**config.mk**
```make
export PLATFORM = sky130hd
export DESIGN_NAME = ccra_top
export DESIGN_NICKNAME = d
export VERILOG_FILES = /design/src/rtl/ccra_pkg.sv /design/src/rtl/ccra_pattern_gen.sv /design/src/rtl/ccra_unit.sv /design/src/rtl/ccra_ring_cmp.sv /design/src/rtl/ccra_session_ctrl.sv /design/src/rtl/ccra_diagnose.sv /design/src/rtl/ccra_top.sv
export SDC_FILE = /design/constraint.sdc
export NUM_CORES = 1
export LEC_CHECK = 0
export BUFFER_PORTS_ARGS = -buffer_cell sky130_fd_sc_hd__buf_2
export CAP_MARGIN = 30
export CORE_ASPECT_RATIO = 1.1
export CORE_UTILIZATION = 50
export CTS_BUF_LIST = sky130_fd_sc_hd__clkbuf_4 sky130_fd_sc_hd__clkbuf_8
export DETAILED_ROUTE_END_ITERATION = 8
export GPL_ROUTABILITY_DRIVEN = 0
export HOLD_SLACK_MARGIN = 0.03
export PLACE_DENSITY_LB_ADDON = 0.25
export SLEW_MARGIN = 20
export SYNTH_ARGS = -nofsm -noshare
export SYNTH_HDL_FRONTEND = slang
export SYNTH_HIERARCHICAL = 1
export SYNTH_SLANG_ARGS = --single-unit
```
**constraint.sdc**
```tcl
create_clock -name clk -period 4.07 [get_ports clk]
set_clock_uncertainty 0.1 [all_clocks]
set_input_delay 0.407 -clock clk [delete_from_list [all_inputs] [get_ports clk]]
set_output_delay 0.407 -clock clk [all_outputs]
set_load 0.01 [all_outputs]
```
**src/rtl/ccra_pkg.sv**
```systemverilog
package ccra_pkg;

    typedef enum logic [1:0] {
        SES_IDLE = 2'd0,
        SES_RUN  = 2'd1,
        SES_DONE = 2'd2
    } ses_state_e;

    typedef enum logic {
        PAT_COUNT = 1'b0,
        PAT_LFSR  = 1'b1
    } pat_mode_e;

    typedef struct packed {
        logic load;
        logic advance;
        logic cmp_en;
        logic flag_clr;
    } ses_ctl_t;

    function automatic int ring_prev(input int i, input int n);
        return (i == 0) ? n - 1 : i - 1;
    endfunction

    function automatic int ring_next(input int i, input int n);
        return (i == n - 1) ? 0 : i + 1;
    endfunction

endpackage

```
**src/rtl/ccra_pattern_gen.sv**
```systemverilog
module ccra_pattern_gen
    import ccra_pkg::*;
#(
    parameter int              DATA_W = 8,
    parameter pat_mode_e       MODE   = PAT_COUNT,
    parameter logic [DATA_W-1:0] SEED = 1,
    parameter logic [DATA_W-1:0] TAPS = 8'hB8
) (
    input  logic              clk,
    input  logic              rst,
    input  ses_ctl_t          ctl,
    output logic [DATA_W-1:0] pattern
);
    logic [DATA_W-1:0] pat_q;
    logic [DATA_W-1:0] pat_nxt;

    generate
        if (MODE == PAT_LFSR) begin : g_lfsr
            always_comb begin
                pat_nxt = pat_q >> 1;
                if (pat_q[0]) pat_nxt = pat_nxt ^ TAPS;
            end
        end else begin : g_count
            always_comb pat_nxt = pat_q + 1'b1;
        end
    endgenerate

    always_ff @(posedge clk) begin
        if (rst)              pat_q <= SEED;
        else if (ctl.load)    pat_q <= SEED;
        else if (ctl.advance) pat_q <= pat_nxt;
    end

    assign pattern = pat_q;
endmodule

```
**src/rtl/ccra_unit.sv**
```systemverilog
module ccra_unit #(
    parameter int DATA_W = 8,
    localparam int BIT_W = $clog2(DATA_W)
) (
    input  logic [DATA_W-1:0] stim,
    input  logic              inj_en,
    input  logic [BIT_W-1:0]  inj_bit,
    input  logic              inj_val,
    output logic [DATA_W-1:0] resp
);
    always_comb begin
        resp = stim ^ {stim[DATA_W-2:0], stim[DATA_W-1]};
        if (inj_en) resp[inj_bit] = inj_val;
    end
endmodule

```
**src/rtl/ccra_ring_cmp.sv**
```systemverilog
module ccra_ring_cmp #(
    parameter int DATA_W = 8
) (
    input  logic              clk,
    input  logic              rst,
    input  logic              en,
    input  logic              clr,
    input  logic [DATA_W-1:0] side_a,
    input  logic [DATA_W-1:0] side_b,
    output logic              mismatch
);
    always_ff @(posedge clk) begin
        if (rst)                        mismatch <= 1'b0;
        else if (clr)                   mismatch <= 1'b0;
        else if (en && side_a != side_b) mismatch <= 1'b1;
    end
endmodule

```
**src/rtl/ccra_session_ctrl.sv**
```systemverilog
module ccra_session_ctrl
    import ccra_pkg::*;
#(
    parameter int CNT_W = 16
) (
    input  logic             clk,
    input  logic             rst,
    input  logic             start,
    input  logic             clear,
    input  logic [CNT_W-1:0] run_len,
    output ses_ctl_t         ctl,
    output logic             busy,
    output logic             done
);
    ses_state_e       state_q;
    logic [CNT_W-1:0] cnt_q;
    logic [CNT_W-1:0] len_q;
    logic             running;

    assign running = (state_q == SES_RUN);

    always_ff @(posedge clk) begin
        if (rst) begin
            state_q <= SES_IDLE;
            cnt_q   <= '0;
            len_q   <= '0;
        end else begin
            case (state_q)
                SES_RUN: begin
                    cnt_q <= cnt_q + 1'b1;
                    if (cnt_q + 1'b1 == len_q) state_q <= SES_DONE;
                end
                default: begin
                    if (start) begin
                        cnt_q   <= '0;
                        len_q   <= run_len;
                        state_q <= (run_len == '0) ? SES_DONE : SES_RUN;
                    end else if (clear) begin
                        state_q <= SES_IDLE;
                    end
                end
            endcase
        end
    end

    always_comb begin
        ctl.load     = start && !running;
        ctl.advance  = running;
        ctl.cmp_en   = running;
        ctl.flag_clr = clear && !running;
    end

    assign busy = running;
    assign done = (state_q == SES_DONE);
endmodule

```
**src/rtl/ccra_diagnose.sv**
```systemverilog
module ccra_diagnose
    import ccra_pkg::*;
#(
    parameter int N_UNITS = 6
) (
    input  logic [N_UNITS-1:0] flags,
    input  logic [N_UNITS-1:0] fault_en,
    input  logic               done,
    output logic [N_UNITS-1:0] fault_map,
    output logic               unresolvable
);
    generate
        for (genvar i = 0; i < N_UNITS; i++) begin : g_map
            localparam int PREV = ring_prev(i, N_UNITS);
            assign fault_map[i] = flags[i] & flags[PREV];
        end
    endgenerate

    assign unresolvable = done && ((&flags) || (!(|flags) && (|fault_en)));
endmodule

```
**src/rtl/ccra_top.sv**
```systemverilog
module ccra_top
    import ccra_pkg::*;
#(
    parameter int                N_UNITS   = 6,
    parameter int                DATA_W    = 8,
    parameter int                CNT_W     = 16,
    parameter pat_mode_e         PAT_MODE  = PAT_COUNT,
    parameter logic [DATA_W-1:0] SEED      = 1,
    parameter logic [DATA_W-1:0] LFSR_TAPS = 8'hB8,
    localparam int               BIT_W     = $clog2(DATA_W)
) (
    input  logic                      clk,
    input  logic                      rst,
    input  logic                      start,
    input  logic                      clear,
    input  logic [CNT_W-1:0]          run_len,
    input  logic [N_UNITS-1:0]        fault_en,
    input  logic [BIT_W-1:0]          fault_bit,
    input  logic                      fault_val,
    output logic [N_UNITS*DATA_W-1:0] unit_out,
    output logic                      busy,
    output logic                      done,
    output logic [N_UNITS-1:0]        flags,
    output logic [N_UNITS-1:0]        fault_map,
    output logic                      unresolvable
);
    ses_ctl_t          ctl;
    logic [DATA_W-1:0] pattern;
    logic [DATA_W-1:0] resp [N_UNITS];

    ccra_session_ctrl #(.CNT_W(CNT_W)) u_ctrl (
        .clk(clk), .rst(rst), .start(start), .clear(clear),
        .run_len(run_len), .ctl(ctl), .busy(busy), .done(done)
    );

    ccra_pattern_gen #(
        .DATA_W(DATA_W), .MODE(PAT_MODE), .SEED(SEED), .TAPS(LFSR_TAPS)
    ) u_pat (
        .clk(clk), .rst(rst), .ctl(ctl), .pattern(pattern)
    );

    generate
        for (genvar i = 0; i < N_UNITS; i++) begin : g_ring
            localparam int NEXT = ring_next(i, N_UNITS);

            ccra_unit #(.DATA_W(DATA_W)) u_unit (
                .stim(pattern), .inj_en(fault_en[i]), .inj_bit(fault_bit),
                .inj_val(fault_val), .resp(resp[i])
            );

            ccra_ring_cmp #(.DATA_W(DATA_W)) u_cmp (
                .clk(clk), .rst(rst), .en(ctl.cmp_en), .clr(ctl.flag_clr),
                .side_a(resp[i]), .side_b(resp[NEXT]), .mismatch(flags[i])
            );

            assign unit_out[i*DATA_W +: DATA_W] = resp[i];
        end
    endgenerate

    ccra_diagnose #(.N_UNITS(N_UNITS)) u_diag (
        .flags(flags), .fault_en(fault_en), .done(done),
        .fault_map(fault_map), .unresolvable(unresolvable)
    );
endmodule

```
* Word level (Yosys, flattened, before mapping)
Index checks and enable logic that the tools add are counted.
Cells by class: bitwise operators 8, magnitude comparators 2, reductions and logical operators 24, equal/unequal tests 10, multiplexer cells 16, add/subtract/negate cells 2
Operators by type and width (number):
- $mux 8 | 6
- $ne 8x8->1 | 6
- $mux 16 | 2
- $add 16x1->16 const B | 1
- $eq 16x16->1 | 1
- $logic_not 16->1 | 1
- $reduce_or 6->1 | 2
- $logic_and 1x1->1 | 11
- $mux 2 | 5
- $add 8x1->8 const B | 1
- $bwmux 8 | 1
- $xor 8x8->8 | 1
- $and 1x1->1 | 6
- $reduce_and 6->1 | 1
- $lt 3x4->1 const B | 1
- $reduce_and 2->1 | 2
- $reduce_or 2->1 | 2
- $demux 1 s3 | 1
- $ge 3x1->1 const B | 1
- $reduce_bool 3->1 | 1
- $eq 2x1->1 const B | 1
- $eq 2x2->1 const B | 1
- $logic_not 1->1 | 2
- $ne 2x2->1 const B | 1
- other kinds (4) | 4
Storage, ports and cells: word-level logic and storage cells 72, output and inout port bits 63, register bits after elaboration 48

* Logic depth before layout (Yosys ltp)
word-level depth 8, mapped depth 9, mapped depth without buffers 7

* Cells and area by module
Netlist, hierarchy kept.
Modules (own cells, without submodules):
- ccra_session_ctrl | seq. area each 680.7 um^2, cells each 270, area an instance 2010.7 um^2, instances 1
- ccra_unit | seq. area each 0.0 um^2, cells each 24, area an instance 256.5 um^2, instances 6
- ccra_ring_cmp | seq. area each 20.0 um^2, cells each 15, area an instance 121.4 um^2, instances 6
- ccra_pattern_gen | seq. area each 160.2 um^2, cells each 39, area an instance 349.1 um^2, instances 1
- ccra_diagnose | seq. area each 0.0 um^2, cells each 12, area an instance 85.1 um^2, instances 1

* Worst setup path after synthesis
Ideal clock, no wire load.
kind flip-flop to flip-flop, from reg u_ctrl.cnt_q[1], to reg u_ctrl.state_q[0], data arrival time 2643 ps, required time 3854 ps, setup time 116 ps, stages on the path, launching flop included 9, slack 1210 ps, period minus slack after synthesis 2860 ps, cells stage by stage dfxtp_1 -> ha_1 -> clkbuf_1 -> nand4_1 -> or4_2 -> xnor2_1 -> a211o_2 -> or4_1 -> a41o_1
On the way: longest elaborated chain between the ends 4
Ends and longest elaborated chain:
- from (decl) | RTL line ccra_session_ctrl.sv:16 | logic [CNT_W-1:0] cnt_q;
- from (signal assigned) | RTL line ccra_session_ctrl.sv:30 | cnt_q <= cnt_q + 1'b1;
- $add 16x1->16 | RTL line ccra_session_ctrl.sv:31 | if (cnt_q + 1'b1 == len_q) state_q <= SES_DONE;
- $eq 16x16->1 | RTL line ccra_session_ctrl.sv:31
- $ne 2x2->1 (no line)
- $reduce_and 2->1 (no line)
- to (signal assigned) | RTL line ccra_session_ctrl.sv:37 | state_q <= (run_len == '0) ? SES_DONE : SES_RUN;
- to (decl) | RTL line ccra_session_ctrl.sv:15 | ses_state_e state_q;
Every way passes these cells. A chain may end at the register's enable or synchronous reset.

* Worst setup path after layout
from reg u_ctrl.cnt_q[0], to reg u_ctrl.state_q[0]
The elaborated chain is that of the path after synthesis.

==> results.yml <==
route:
  dr_wl_met2_um: 6620
  top_layer: "met4"
  drt-pass1-iter-count: 5
  ant_nets: 0
  met1Wirelength_um: 5180
  dr_wl_met3_um: 588
  wl_per_cell_um: 16.9
  routed_wl_um: 12700
  dr.first_iter.drc_count: 212
  drt-vias-per-instance: 5.89
  vias: 4404
  drc_errors: 0
cts:
  cts_tree: "yes"
  cts.repair.resized: 0
  clock_path_buffers: 2
  clkLatencyLatePin_ns: 0.30
  cts_buffers: 5
  postCtsSetupRepairBufs: 0
  clk_pin_slew_ns: 0.09
  cts-root-buf: "clkbuf_8"
  cts.sinks: 48
  htree_levels: 2
  ctsHoldBuffers: 0
worst_hold_path:
  hp-class: "input port to flip-flop"
  min_to: "u_ctrl/len_q[9]"
  hp-start: "run_len[9]"
  whs_path_depth: 3
critical_path:
  critPathCaptureType: "flip-flop"
  crit_path_max_incr_delay_ns: 0.61
  crit_path_top_delay_cell: "or4_2"
  required_ns: 4.17
  path_max_fanout: 9
  crit_path_start: "u_ctrl/cnt_q[0]"
  worstSetupStartpointType: "flip-flop"
  criticalPathCategory: "flip-flop to flip-flop"
  worst-path-stages: 7
  crit_chain: "ha_1 > nand4_1 > or4_2 > xnor2_1 > a211o_2 > or4_1 > a41o_1"
  ff2ff_path_depth: 7
  r2r-end: "u_ctrl/state_q[0]"
  cp_top_family: "simple AND/OR/NAND/NOR gates"
  path_buf_inv: 0
  r2r_start: "u_ctrl/cnt_q[0]"
  worst_ep_arrival_time_ns: 3.18
  r2r_slack_ns: 0.99
pwr:
  p_leak_nw: 2.35
  ir_drop_uv: 124
  powerDensity_mw_per_mm2: 221
global_route:
  grt.total_usage: 0.262
  grt_overflow_total: 0
  grt_pass1_wl_um: 20900
  grt_max_degree: 49
  antenna_found_initial: 0
  grt_pass1_vias: 4314
timing:
  setup_viol: 0
  fmax_mhz: 325
  hold_viol: 0
  min_period_ns: 3.08
  tightest_slew_ns: 0.897
  slew_viol_final: 0
  post-route-period-util: 0.757
  relSlewSlack: 0.401
  rsz0062_at_grt: "no"
  setup_tns_ns: 0
place:
  port_buffers: 92
  dp_hpwl_um: 9180
final_layout:
  n_fill_cell: 851
  nets: 665
  diodes: 0
  final_util: 0.591
  area_growth_pct: 13.0
  drive_gt1_frac: 0.270
logic_synthesis:
  synth_seq_cells: 48
  yosysWarnings: 6
  synth_edf_count: 0
  synthFlopType: "dfxtp_1"
  ys_async_sr_fraction: 0
  synth_area_mm2: 0.00471
  synth_cells: 555
  synth_nets: 587
  synthDistinctLibCells: 54
  yosysSeqAreaShare: 0.204
  avgSynthCellArea_um2: 8.49
floorplanning:
  die_w_um: 94.6
  die_area_mm2: 0.00982
  core_area_mm2: 0.00901
  num_io_pins: 93
  fp.dieH_um: 104
  rows: 36
  start_util: 0.523
outcome:
  status: "complete, no violations"
job:
  drv_cap: 0
-- through the flow --
| stage | area [µm²] | power, mW | hold slack, ns | cells | worst slack (ns) |
|---|---|---|---|---|---|
| final | 5320 | 1.18 | 0.248 | 748 | 0.989 |
| after detailed placement | 5230 | 0.885 | 0.370 | 740 | 1.03 |
| after global placement | 5230 | 0.877 | 0.363 | 740 | 1.12 |
| after global routing | 5320 | 1.24 | 0.239 | 748 | 0.884 |
| after floorplan | 4710 | 0.755 | 0.345 | 555 | 1.21 |
| after CTS | 5320 | 1.19 | 0.239 | 748 | 1.02 |
-- worst min-delay path: stages --
cell     delay (ns)
buf_2          0.10
nand2_1        0.05
a21oi_1        0.05
-- synthesized netlist by cell type (all sizes together) (3+ instances only) --
master,n,share of area
nand2,63,0.050
xnor2,62,0.12
xor2,59,0.11
dfxtp,48,0.20
mux2,48,0.13
a21oi,37,0.039
nor2,31,0.025
nand4,30,0.046
and4bb,18,0.048
nand4b,18,0.033
o21ai,16,0.017
clkbuf,13,0.010
nand3,12,0.014
buf,10,0.012
nor4,9,0.015
and2,8,0.011
o211ai,8,0.013
inv,7,0.0056
or3,7,0.0093
nand2b,6,0.0080
nor4b,6,0.019
nor3,5,0.0053
or4,4,0.0069
a311oi,3,0.0056
and4,3,0.0058
nand3b,3,0.0048
-- flip-flops by register name (all words and copies together) (netlist names) --
signal	cells
u_pat/pattern	8
u_ctrl/cnt_q	16
u_ctrl/state_q	2
u_ctrl/len_q	16
g_ring.u_cmp/mismatch	6
-- cell families (layout without fill, tap and decap cells) --
| logic type | Yosys count | in the layout | synth area share |
|---|---|---|---|
| fa+ha+maj | 2 | 2 | 0.00531 |
| xor+xnor | 121 | 121 | 0.227 |
| simple gates | 229 | 229 | 0.310 |
| buf+inv | 31 | 110 | 0.0284 |
| mux | 49 | 49 | 0.131 |
| flops | 48 | 48 | 0.204 |
| compound gates | 75 | 75 | 0.0945 |
-- cell usage in the layout (no fill, tap or decap), types with 18 or more instances in the layout --
master | synthesis | routed
nand4_1 | 27 | 27
and4bb_1 | 18 | 18
nor2_1 | 31 | 31
dfxtp_1 | 48 | 48
mux2_4 | 18 | 18
buf_2 | 5 | 92
a21oi_1 | 37 | 37
xnor2_1 | 61 | 61
nand4b_1 | 18 | 18
mux2_2 | 30 | 30
nand2_1 | 63 | 63
xor2_1 | 59 | 59
-- report_power, final --
part / switching (mW) / internal, mW
Clock: 0.156 / 0.145
Sequential: 0.0272 / 0.487
Combinational: 0.204 / 0.158
-- routing by layer --
layer  global-route usage  vias to the layer above
met5                    0                        -
met3               0.0411                       24
met1                0.309                     2095
li1                     -                     2172
met2                0.472                      113
met4               0.0844                        0
-- worst max path at each step --
| stage | to |
|---|---|
| final | u_ctrl/state_q[0] |
| after global routing | u_ctrl/state_q[0] |
| after CTS | u_ctrl/state_q[0] |
| after detailed placement | u_ctrl/state_q[0] |
| after global placement | u_ctrl/state_q[0] |
| after floorplan | u_ctrl/state_q[0] |
-- layout make-up --
type                            instances  area (µm²)  share of cell area
Tap cell                              114         143              0.0268
Sequential cell                        48         961               0.180
Multi-Input combinational cell        476        3620               0.679
Inverter                                8        30.0             0.00564
Clock buffer                            7        90.1              0.0169
Clock inverter                          1        7.51             0.00141
Timing Repair Buffer                   94         475              0.0893
No activity file was read; power rests on OpenSTA's default activity.
